--- config.mk ---
export PLATFORM = sky130hd
export DESIGN_NAME = pcm_player
export DESIGN_NICKNAME = d
export VERILOG_FILES = /design/src/rtl/pcm_player.sv
export SDC_FILE = /design/constraint.sdc
export NUM_CORES = 1
export LEC_CHECK = 0
export ABC_AREA = 1
export BUFFER_PORTS_ARGS = -buffer_cell sky130_fd_sc_hd__buf_2
export CAP_MARGIN = 20
export CORE_ASPECT_RATIO = 2
export CORE_MARGIN = 2
export CORE_UTILIZATION = 41
export CTS_CLUSTER_DIAMETER = 150
export DETAILED_ROUTE_END_ITERATION = 16
export SETUP_SLACK_MARGIN = 0.3
export SLEW_MARGIN = 0
export SYNTH_ARGS = -nofsm -noshare
export SYNTH_HDL_FRONTEND = slang
export SYNTH_SLANG_ARGS = --single-unit
--- constraint.sdc ---
create_clock -name clk -period 2.35 [get_ports clk]
set_clock_uncertainty 0.1 [all_clocks]
set_input_delay 0 -clock clk [delete_from_list [all_inputs] [get_ports clk]]
set_output_delay 0 -clock clk [all_outputs]
set_load 0.02 [all_outputs]
--- src/rtl/pcm_player.sv ---
module pcm_player #(
  parameter int ADDR_W = 15
) (
  input  logic              clk,
  input  logic              rst_n,
  input  logic [2:0]        mode,
  input  logic [ADDR_W-9:0] first_page,
  input  logic [ADDR_W-9:0] last_page,
  input  logic              start,
  input  logic              blk_tick,
  output logic              rd_en,
  output logic [ADDR_W-1:0] rd_addr,
  input  logic [7:0]        rd_data,
  output logic [7:0]        pcm_out,
  output logic              playing,
  output logic              finished
);
  localparam int PW = ADDR_W - 8;

  logic              nib4_r, half_r, lo_r, phase_r;
  logic              pend_r, pend_zero_r, pend_fetch_r;
  logic [ADDR_W-1:0] addr_r;
  logic [PW-1:0]     stop_r;
  logic [7:0]        byte_r;

  function automatic logic [7:0] expand(input logic [3:0] c);
    return c[3] ? (8'hFF << (~c[2:0])) : ((8'h01 << c[2:0]) - 8'h01);
  endfunction

  wire go_pcm = start & mode[2];
  wire play   = blk_tick & playing & ~go_pcm & ~(half_r & phase_r);
  wire step   = play & ~(nib4_r & ~lo_r);
  wire last   = step & (addr_r[7:0] == 8'hFF) & (addr_r[ADDR_W-1:8] == stop_r);

  assign rd_en   = play & ~(nib4_r & lo_r);
  assign rd_addr = addr_r;

  always_ff @(posedge clk) begin
    if (!rst_n) begin
      playing <= 1'b0; finished <= 1'b0;
      nib4_r <= 1'b0; half_r <= 1'b0; lo_r <= 1'b0; phase_r <= 1'b0;
      pend_r <= 1'b0; pend_zero_r <= 1'b0; pend_fetch_r <= 1'b0;
      addr_r <= '0; stop_r <= '0; byte_r <= '0; pcm_out <= '0;
    end else begin
      pend_r       <= blk_tick & ~go_pcm & (play | ~playing);
      pend_zero_r  <= ~playing;
      pend_fetch_r <= rd_en;
      if (go_pcm) begin
        playing <= 1'b1; finished <= 1'b0;
        nib4_r <= mode[0]; half_r <= mode[1];
        lo_r <= 1'b0; phase_r <= 1'b0;
        addr_r <= {first_page, 8'h00};
        stop_r <= last_page;
      end else if (blk_tick && playing) begin
        if (half_r && phase_r) phase_r <= 1'b0;
        else begin
          phase_r <= half_r;
          lo_r    <= nib4_r & ~lo_r;
          if (step) addr_r <= addr_r + 1'b1;
          if (last) begin playing <= 1'b0; finished <= 1'b1; end
        end
      end
      if (pend_r && !go_pcm) begin
        if (pend_zero_r)       pcm_out <= 8'h00;
        else if (!nib4_r)      pcm_out <= rd_data;
        else if (pend_fetch_r) begin byte_r <= rd_data; pcm_out <= expand(rd_data[7:4]); end
        else                   pcm_out <= expand(byte_r[3:0]);
      end
    end
  end

  AST_START_STATE: assert property (@(posedge clk) disable iff (!rst_n)
    go_pcm |=> playing && !finished && rd_addr[7:0] == 8'h00);
  AST_NON_PCM_START: assert property (@(posedge clk) disable iff (!rst_n)
    (start && !mode[2] && !playing && !blk_tick) |=> !playing);
  AST_SKIP_HOLDS: assert property (@(posedge clk) disable iff (!rst_n)
    (blk_tick && playing && half_r && phase_r && !go_pcm) |=> ##1 $stable(pcm_out));
  AST_DONE_EXCL: assert property (@(posedge clk) disable iff (!rst_n)
    finished |-> !playing);
  AST_NO_READ_DONE: assert property (@(posedge clk) disable iff (!rst_n)
    finished |-> !rd_en);
endmodule

==> impl_results.md, run 1 <==
- Outcome: finished clean
- Core area: 5710 µm²
- Cell Rows: 39
- Boundary Pins: 55
- Final cycle utilization of the critical path: 0.793
- Peak VDD IR: 0.709 mV
- Ys Warns: 0
- Number of antenna diodes: 0
- Combinational power share: 0.131
- Final Power: 1.88 mW
- Syn Area/Cell: 6.46 µm²
- CTS tree: done
- Routed WL: 7750 µm
- Root buffer cell: clkbuf_16
- GPL Wtd Cong: 0.975
- Share of flip-flops with an asynchronous set or reset: 0
- Die width: 58.2 µm
- Vias per Instance: 5.19
- Initial antenna violation count: 0
- Clock slew at reported path FFs: 60 ps
- Sw Ratio: 0.258
- Post-layout minimum cycle time: 1860 ps
- EDFF count, synth: 0
- Worst R2R Path Depth: 6
- Worst path required time: 2430 ps
- DR vias: 2699
- Switch Pwr: 0.483 mW
- PwrDens: 585 nW/µm²
- GRT Util Overall: 0.256
- Die Y: 112 µm
- Reg-to-Reg End: byte_r[1]
- Post-DP HPWL: 5920 µm
- Max Slew Vio Count: 0
- Top cell type's share of synthesized area: 0.358
- Starting DRT DRC Count: 100
- Max H-tree Level: 2
- Largest net degree at the start of global routing: 24
- RSZ-0062 raised after global routing: no
- Clock Power Share: 0.451
- First drt pass iteration count: 4
- Routed Antenna Nets: 0
- Post-CTS Setup Bufs: 0
- Syn Inst Count: 372
- R2R Path Start: nib4_r
- Synth cell types: 35
- Pint: 1.39 mW
- TritonCTS Buffers: 5
- Clock sinks: 43
- Worst Hold Launch: mode[0]
- Share of cells above drive strength 1: 0.187
- Most common cell in the netlist: nand2_1
- Startpoint types: register
- Area Growth Syn to Fin: 33.5%
- Final setup viols: 0
- Fin nets: 489
- Mapped cell area: 2400 µm²
- Worst Tran Pin Value: 425 ps
- Seq/Total Area, Yosys: 0.358
- Synth area leader: dfxtp_1
- Syn_nets: 403
- Vias in the first global route: 2634
- Drt drc: 0
- Static Leakage: 1.43 nW
- Fmax: 536 MHz
- Flop pwr share: 0.417
- Post-synth top cells: nand2_1, dfxtp_1, inv_1
- IO Port Bufs: 54
- Die ar.: 6530 µm²
- Fill cell count: 608
- Maximum buffer depth of the clock tree: 2
- Worst Hold Class: primary input to register
- Arrival @ worst endpoint: 1940 ps
- Critical path endpoint category: register
- Hold Path Stages: 3
- Fin Setup TNS: 0 ps
- Max cap viols: 0
- Slew HR: 0.713
- Clock Latency Late Sink: 290 ps
- DR WL/cell: 14.9 µm
- Internal reg-to-reg setup slack: 490 ps
- First-pass GRT wire length: 12500 µm
- Hold endpoint: nib4_r
- Grt ovf: 0
- Area contributors post-synth: dfxtp_1, nand2_1, nand3_1
- Starting Density: 0.421
- Worst Setup Path Type: register to register
- Max Fanout on Critical Path: 11
- Yosys reg bits: 43
- Final Hold Viols: 0
- Top FF cell, synth: dfxtp_1
-- flip-flops by register name (all words and copies together) (netlist names), 4 cells and up --
signal   cells
pcm_out      8
byte_r       4
stop_r       7
rd_addr     15
-- layout by cell type, fill, tap and decap left out, drive strengths merged --
cell type | netlist | final
nand2 | 105 | 105
buf | 5 | 57
inv | 46 | 46
nor2 | 44 | 44
dfxtp | 43 | 43
nand3 | 38 | 38
a21oi | 34 | 34
dlygate4sd3 | 0 | 31
o21ai | 23 | 23
nand4 | 6 | 6
clkbuf | 4 | 6
clkinv | 2 | 3
a211oi | 3 | 3
nor3 | 3 | 3
o2111ai | 2 | 2
xor2 | 2 | 2
or2 | 2 | 2
a31oi | 2 | 2
ha | 2 | 2
nand3b | 2 | 2
xnor2 | 1 | 1
o211ai | 1 | 1
o31ai | 1 | 1
a21o | 1 | 1
bufinv | 0 | 1
-- worst max-delay path, stage by stage (launching register included) --
cell           delay [ps]
dfxtp_2               470
nand2_1               130
nor2_2                220
inv_1                 120
nor2_1                100
nor2_1                 50
dlygate4sd3_1         550
-- layout make-up --
type,count,area [µm²],share of cell area
Clock buffer,6,139,0.0433
Clock inverter,2,35.0,0.0109
Inverter,48,181,0.0565
Multi-Input combinational cell,272,1310,0.409
Sequential cell,43,862,0.269
Tap cell,61,76.3,0.0238
Timing Repair Buffer,88,603,0.188
-- worst max path at each step --
stage	startpoint	endpoint	cells after the start
6_report	nib4_r	byte_r[1]	6
5_1_grt	byte_r[1]	pcm_out[1]	7
4_1_cts	nib4_r	byte_r[1]	6
3_5_place_dp	byte_r[1]	pcm_out[1]	7
3_3_place_gp	byte_r[1]	pcm_out[1]	7
2_1_floorplan	byte_r[1]	pcm_out[1]	8
-- routing by layer --
layer | track usage | up-vias | routed length (µm)
li1 | - | 1381 | -
met1 | 0.218 | 1250 | 2600
met2 | 0.527 | 53 | 4690
met3 | 0.0392 | 15 | 169
met4 | 0.118 | 0 | 291
met5 | 0 | - | 0
-- stage by stage --
stage               setup WS [ps]  utilization  area, µm²  instances  hold slack (ps)
finish                        486        0.562       3210        520             34.4
global route                  342        0.562       3210        520             35.7
CTS                           313        0.562       3210        520             40.5
detailed placement            537        0.477       2730        481              160
global placement              555        0.477       2730        481              152
floorplan                     654            -       2400        372             20.5
-- power groups by stage --
| stage | clock network, mW | registers (mW) | logic [mW] |
|---|---|---|---|
| 6_report | 0.847 | 0.783 | 0.247 |
| 3_3_place_gp | 0 | 0.799 | 0.209 |
| 2_1_floorplan | 0 | 0.806 | 0.121 |
| 5_1_grt | 0.882 | 0.787 | 0.275 |
| 4_1_cts | 0.853 | 0.783 | 0.249 |
| 3_5_place_dp | 0 | 0.799 | 0.209 |
-- logic make-up (layout without fill, tap and decap cells) --
kind of cell	Yosys count	after routing	synth area share
flops	43	43	0.358
simple gates	200	200	0.373
xor+xnor	3	3	0.0109
buf+inv	57	144	0.0957
fa+ha+maj	2	2	0.0104
compound gates	67	67	0.152
-- repair_timing --
item | CTS | global route
resized for setup | 0 | 1
hold buffers | 31 | 0
setup endpoints to repair | 0 | 2
hold endpoints to repair | 22 | 0
Note: power is estimated with default switching activity, not from simulation.
==> inputs of run 2 (changes only) <==
Settings changed: PLACE_DENSITY set to 0.66.
Clock period 2.35 ns to 1.7 ns, I/O delays scaled along.
==> run 2 against run 1 <==
Routed wire length decreased by 0.46%. Sequential share of layout area down 0.90 points. Power increased by 27%. Clock power rose by 10%. Cell count rose by 1.5%. Count of clock-buffer cells in the layout up 1. Largest cell class unchanged. Largest power group is now registers.
==> impl_results.md, run 2 (synthesis results as in run 1) <==
- Outcome: finished clean
- Post-layout minimum cycle time: 1490 ps (-376 ps)
- Worst Hold Class: primary input to register
- Cell Rows: 39 (unchanged)
- Area Growth Syn to Fin: 43.8%
- Clock Latency Late Sink: 290 ps (about the same)
- Fill cell count: 525 (-14%)
- Fin Setup TNS: 0 ps (unchanged)
- Largest net degree at the start of global routing: 24 (unchanged)
- Crit-path cells: nor2_4, nand2_2, ha_4, or2_4, nand3_2, o2111ai_2, a21oi_1
- Slew HR: 0.768 (+0.0541)
- Post-DP HPWL: 5280 µm (-11%)
- IO Port Bufs: 54 (unchanged)
- First drt pass iteration count: 4 (unchanged)
- Static Leakage: 1.54 nW (+7.8%)
- Share of cells above drive strength 1: 0.306 (+0.119)
- DR WL/cell: 14.6 µm (-2.0%)
- Starting DRT DRC Count: 149 (+49%)
- Core area: 5710 µm² (unchanged)
- Final setup viols: 0 (unchanged)
- Max H-tree Level: 2 (unchanged)
- Die Y: 112 µm (unchanged)
- Starting Density: 0.421 (unchanged)
- CTS tree: done
- DR vias: 2794 (+3.5%)
- Critical path endpoint category: register
- TritonCTS Buffers: 5 (unchanged)
- Number of antenna diodes: 0 (unchanged)
- Peak VDD IR: 0.915 mV (+29%)
- Most frequent cells in the layout: nand2_1, buf_2, inv_1
- Final worst setup slack: 211 ps (-274 ps)
- Startpoint types: register
- Final Power: 2.39 mW (+27%)
- Clock slew at reported path FFs: 60 ps (about the same)
- Vias per Instance: 5.29 (+2.0%)
- Max Slew Vio Count: 0 (unchanged)
- Worst Tran Pin Value: 348 ps (-77.5 ps)
- Die width: 58.2 µm (unchanged)
- Worst path required time: 1820 ps (-610 ps)
- Dpl ws: 91.5 ps (-445 ps)
- Max cap viols: 0 (unchanged)
- Grt ovf: 0 (unchanged)
- Largest register FFs: 15 (unchanged)
- Root buffer cell: clkbuf_16
- Dpl cells: 485 (+0.83%)
- GPL Wtd Cong: 1.09 (+12%)
- Vias in the first global route: 2781 (+5.6%)
- Clock sinks: 43 (unchanged)
- GRT Util Overall: 0.243 (-0.0123)
- Boundary Pins: 55 (unchanged)
- Slowest CP cell: dfxtp_2
- Final cycle utilization of the critical path: 0.876 (+0.0822)
- Die ar.: 6530 µm² (unchanged)
- Fmax: 672 MHz (+25%)
- Arrival @ worst endpoint: 1610 ps (-330 ps)
- Drt drc: 0 (unchanged)
- Fin nets: 498 (+1.8%)
- Routed Antenna Nets: 0 (unchanged)
- RSZ-0062 raised after global routing: yes
- Routed WL: 7710 µm (-0.46%)
- Max Fanout on Critical Path: 3 (-8)
- Maximum buffer depth of the clock tree: 2 (unchanged)
- Critical Path Max Stage Delay: 330 ps (-220 ps)
- Non-Filler Instances: 528 (+1.5%)
- PwrDens: 690 nW/µm² (+18%)
- Final Hold Viols: 0 (unchanged)
- Worst Setup Path Type: register to register
- Leading cell type in the layout, fill and taps excluded: nand2_1
- Initial antenna violation count: 0 (unchanged)
- First-pass GRT wire length: 12200 µm (-2.4%)
-- run 2: cell types whose count changed in the layout (fill, tap and decap cells not counted), moves of 8 or more --
cell           delta
dfxtp_2          +10
buf_4            +16
dlygate4sd3_1    -10
dfxtp_1          -16
nor2_4            +8
nand2_1           -9
-- run 2: worst paths after layout --
check | from | endpoint | slack (ps) | depth (start not counted)
min reg2reg | finished | finished | 360 | 2
max | byte_r[1] | pcm_out[1] | 210 | 7
max reg2reg | byte_r[1] | pcm_out[1] | 210 | 7
min | rd_data[5] | pcm_out[5] | 30 | 5
-- run 2: stage by stage --
step	cell area (µm²)	hold slack (ps)	utilization
final	3460	26.2	0.606
after global routing	3460	51.2	0.606
after CTS	3300	24.2	0.578
after detailed placement	2810	160	0.493
after global placement	2810	155	0.493
after floorplan	2470	20.5	-
-- run 2: layout make-up --
cell class / instances / area [µm²] / share of cell area
inverter: 48 / 188 / 0.0543
sequential: 43 / 897 / 0.260
timing repair buffer: 96 / 663 / 0.192
multi-input combinational: 272 / 1490 / 0.432
tap: 61 / 76.3 / 0.0221
clock buffer: 7 / 133 / 0.0384
timing repair inverter: 1 / 6.26 / 0.00181
-- run 2: routing by layer --
metal	GRT usage	vias up	wire (µm)
met2	0.469	100	4410
met4	0.175	0	462
li1	-	1398	-
met3	0.0357	38	271
met1	0.211	1258	2570
met5	0	-	0
-- run 2: power by group --
group	total (mW)	switching (mW)	leakage, nW	internal (mW)
Combinational	0.377	0.215	1.11	0.162
Clock	0.934	0.396	0.0640	0.538
Sequential	1.08	0.0356	0.360	1.04
Total	2.39	0.647	1.54	1.74
-- run 2: what timing repair did --
action	4_1_cts	5_1_grt
endpoints found under the setup margin	20	23
buffers inserted	7	6
gates resized for setup	27	35
pin swaps	9	5
hold buffers	22	0
hold endpoints to repair	23	0
gates cloned	0	1
-- run 2: worst max-delay path, delay by kind of cell, from the launching register on --
kind / cells / cell delay [ps]
and+or+nand+nor: 4 / 510
DFF: 1 / 330
AOI/OAI and AO/OA: 2 / 250
adders and majority gates: 1 / 230
==> inputs of run 3 (changes only) <==
Settings changed: CORE_ASPECT_RATIO 2 to not set, HOLD_SLACK_MARGIN set to 0.03, RECOVER_POWER set to 25.
==> run 3 against run 2 <==
Count of clock-buffer cells in the layout decreased by 1. Critical path type unchanged. Global-route usage decreased by 1.8 points. Sequential power about the same. Clock power decreased by 28%. Non-clock buffer count increased by 18. Cell count increased by 5.9%. Worst hold slack improved by 29 ps. Via count increased by 2.5%. First-iteration DRC count decreased by 1.3%. Sequential share of layout area decreased by 1.2 points. Flip-flop and latch count unchanged. Maximum frequency decreased by 4.9%.
==> impl_results.md, run 3 (synthesis results as in run 1) <==
- Post-layout minimum cycle time: 1570 ps (+76.7 ps)
- Placed cell area: 2810 µm² (about the same)
- Slew HR: 0.795 (+0.0270)
- GPL Wtd Cong: 0.942 (-14%)
- Die width: 80.6 µm (+39%)
- Post-DP HPWL: 4830 µm (-8.5%)
- Critical path endpoint category: register
- Grt ovf: 0 (unchanged)
- Max Slew Vio Count: 0 (unchanged)
- Max H-tree Level: 2 (unchanged)
- Boundary Pins: 55 (unchanged)
- Die Y: 80.6 µm (-28%)
- Clock sinks: 43 (unchanged)
- Dpl ws: 79.6 ps (-11.9 ps)
- Number of antenna diodes: 0 (unchanged)
- Peak VDD IR: 0.423 mV (-54%)
- First-pass GRT wire length: 11400 µm (-6.2%)
- Final Hold Viols: 0 (unchanged)
- GRT Util Overall: 0.225 (-0.0179)
- IO Port Bufs: 54 (unchanged)
- Fin nets: 517 (+3.8%)
- Worst Tran Pin Value: 307 ps (-40.4 ps)
- Hold Path Stages: 5 (unchanged)
- Starting Density: 0.431 (+0.0102)
- Initial antenna violation count: 0 (unchanged)
- Multi-input gate area: 1540 µm² (+2.9%)
- Final setup viols: 0 (unchanged)
- Vias in the first global route: 2522 (-9.3%)
- Worst R2R Path Depth: 7 (unchanged)
- Area Growth Syn to Fin: 50.2%
- Non-Filler Instances: 559 (+5.9%)
- Clock slew at reported path FFs: 90 ps (+30 ps)
- RSZ-0062 raised after global routing: yes
- Largest net degree at the start of global routing: 21 (-13%)
- Starting DRT DRC Count: 147 (-1.3%)
- PwrDens: 595 nW/µm² (-14%)
- Reg area: 892 µm² (-0.56%)
- Leading cell type in the layout, fill and taps excluded: nand2_1
- Routed Antenna Nets: 0 (unchanged)
- Cell Rows: 27 (-31%)
- Root buffer cell: clkbuf_8
- Routed WL: 7730 µm (+0.26%)
- Core area: 5570 µm² (-2.4%)
- Final cycle utilization of the critical path: 0.921 (+0.0451)
- Outcome: finished clean
- First drt pass iteration count: 4 (unchanged)
- Max cap viols: 0 (unchanged)
- Final hold slack: 54.8 ps (+28.6 ps)
- Drt drc: 0 (unchanged)
- Cell area after layout: 3610 µm² (+4.5%)
- Startpoint types: register
- Largest register FFs: 15 (unchanged)
- Share of cells above drive strength 1: 0.312 (+0.00591)
- Fmax: 639 MHz (-4.9%)
- Worst Hold Class: primary input to register
- Fin Setup TNS: 0 ps (unchanged)
- DR vias: 2865 (+2.5%)
- Worst Setup Path Type: register to register
- Worst path required time: 1780 ps (-40 ps)
- Vias per Instance: 5.13 (-3.1%)
- CTS tree: done
- DR WL/cell: 13.8 µm (-5.3%)
- Maximum buffer depth of the clock tree: 2 (unchanged)
- Arrival @ worst endpoint: 1650 ps (+40 ps)
- Final worst setup slack: 135 ps (-76.7 ps)
- Die ar.: 6490 µm² (-0.57%)
- Clock Latency Late Sink: 300 ps (about the same)
- Dpl cells: 494 (+1.9%)
- Max Fanout on Critical Path: 7 (+4)
- TritonCTS Buffers: 5 (unchanged)
- Most frequent cells in the layout: nand2_1, inv_1, buf_2
- Fill cell count: 535 (+1.9%)
- Static Leakage: 1.53 nW (-0.62%)
## run 3: cell count changes in the layout (fill, tap and decap cells not counted), moves of 3 or more
cell           delta
a21oi_1           -3
a21oi_2           +3
buf_2            -13
buf_4             +6
clkbuf_1         +13
clkbuf_16         -5
clkbuf_8          +5
dlygate4sd3_1    +11
nand2_2           +3
nand3_1           -8
nand3_2           +7
nor2_4            -3
## run 3: power breakdown
part / total, mW / internal (mW) / switching, mW
sequential: 1.08 / 1.04 / 0.0354
clock: 0.668 / 0.288 / 0.380
combinational: 0.407 / 0.183 / 0.223
## run 3: through the flow
stage | utilization | power, mW
floorplan | - | 1.28
global placement | 0.504 | 1.39
detailed placement | 0.504 | 1.39
CTS | 0.593 | 2.11
global route | 0.648 | 2.26
finish | 0.648 | 2.15
## run 3: final cells by class
| cell class | count | share of cell area |
|---|---|---|
| well taps | 72 | 0.0249 |
| clock buffers | 6 | 0.0201 |
| repair buffers | 114 | 0.224 |
| multi-input cells | 273 | 0.426 |
| clock inverters | 2 | 0.00347 |
| inverters | 48 | 0.0527 |
| flip-flops and latches | 43 | 0.247 |
| repair inverters | 1 | 0.00173 |
## run 3: timing repair
action,in CTS,in global routing
buffers inserted,5,18
gates cloned,0,2
hold endpoints to repair,26,0
resized for setup,17,54
setup endpoints to repair,17,24
pin swaps,6,18
hold buffers,32,0
## run 3: routing by layer
metal | vias to the layer above | wire length, µm | track usage
li1 | 1437 | - | -
met1 | 1319 | 3290 | 0.279
met2 | 96 | 3910 | 0.392
met3 | 13 | 422 | 0.0427
met4 | 0 | 113 | 0.0746
met5 | - | 0 | 0
## run 3: path summary, 6_finish.rpt
check	slack, ps	startpoint	to
worst min-delay path	50	rst_n	rd_addr[6]
worst max register to register	130	playing	playing
worst max-delay path	130	playing	playing
worst min register to register	370	pcm_out[4]	pcm_out[4]
## run 3: critical path, stage by stage, from the launching register on
cell     delay, ps
dfxtp_1        460
nand2_4         90
nor2_4         200
nand3_4        210
nor2_1         170
nand2_1        100
nand2_1         70
a21oi_1         60
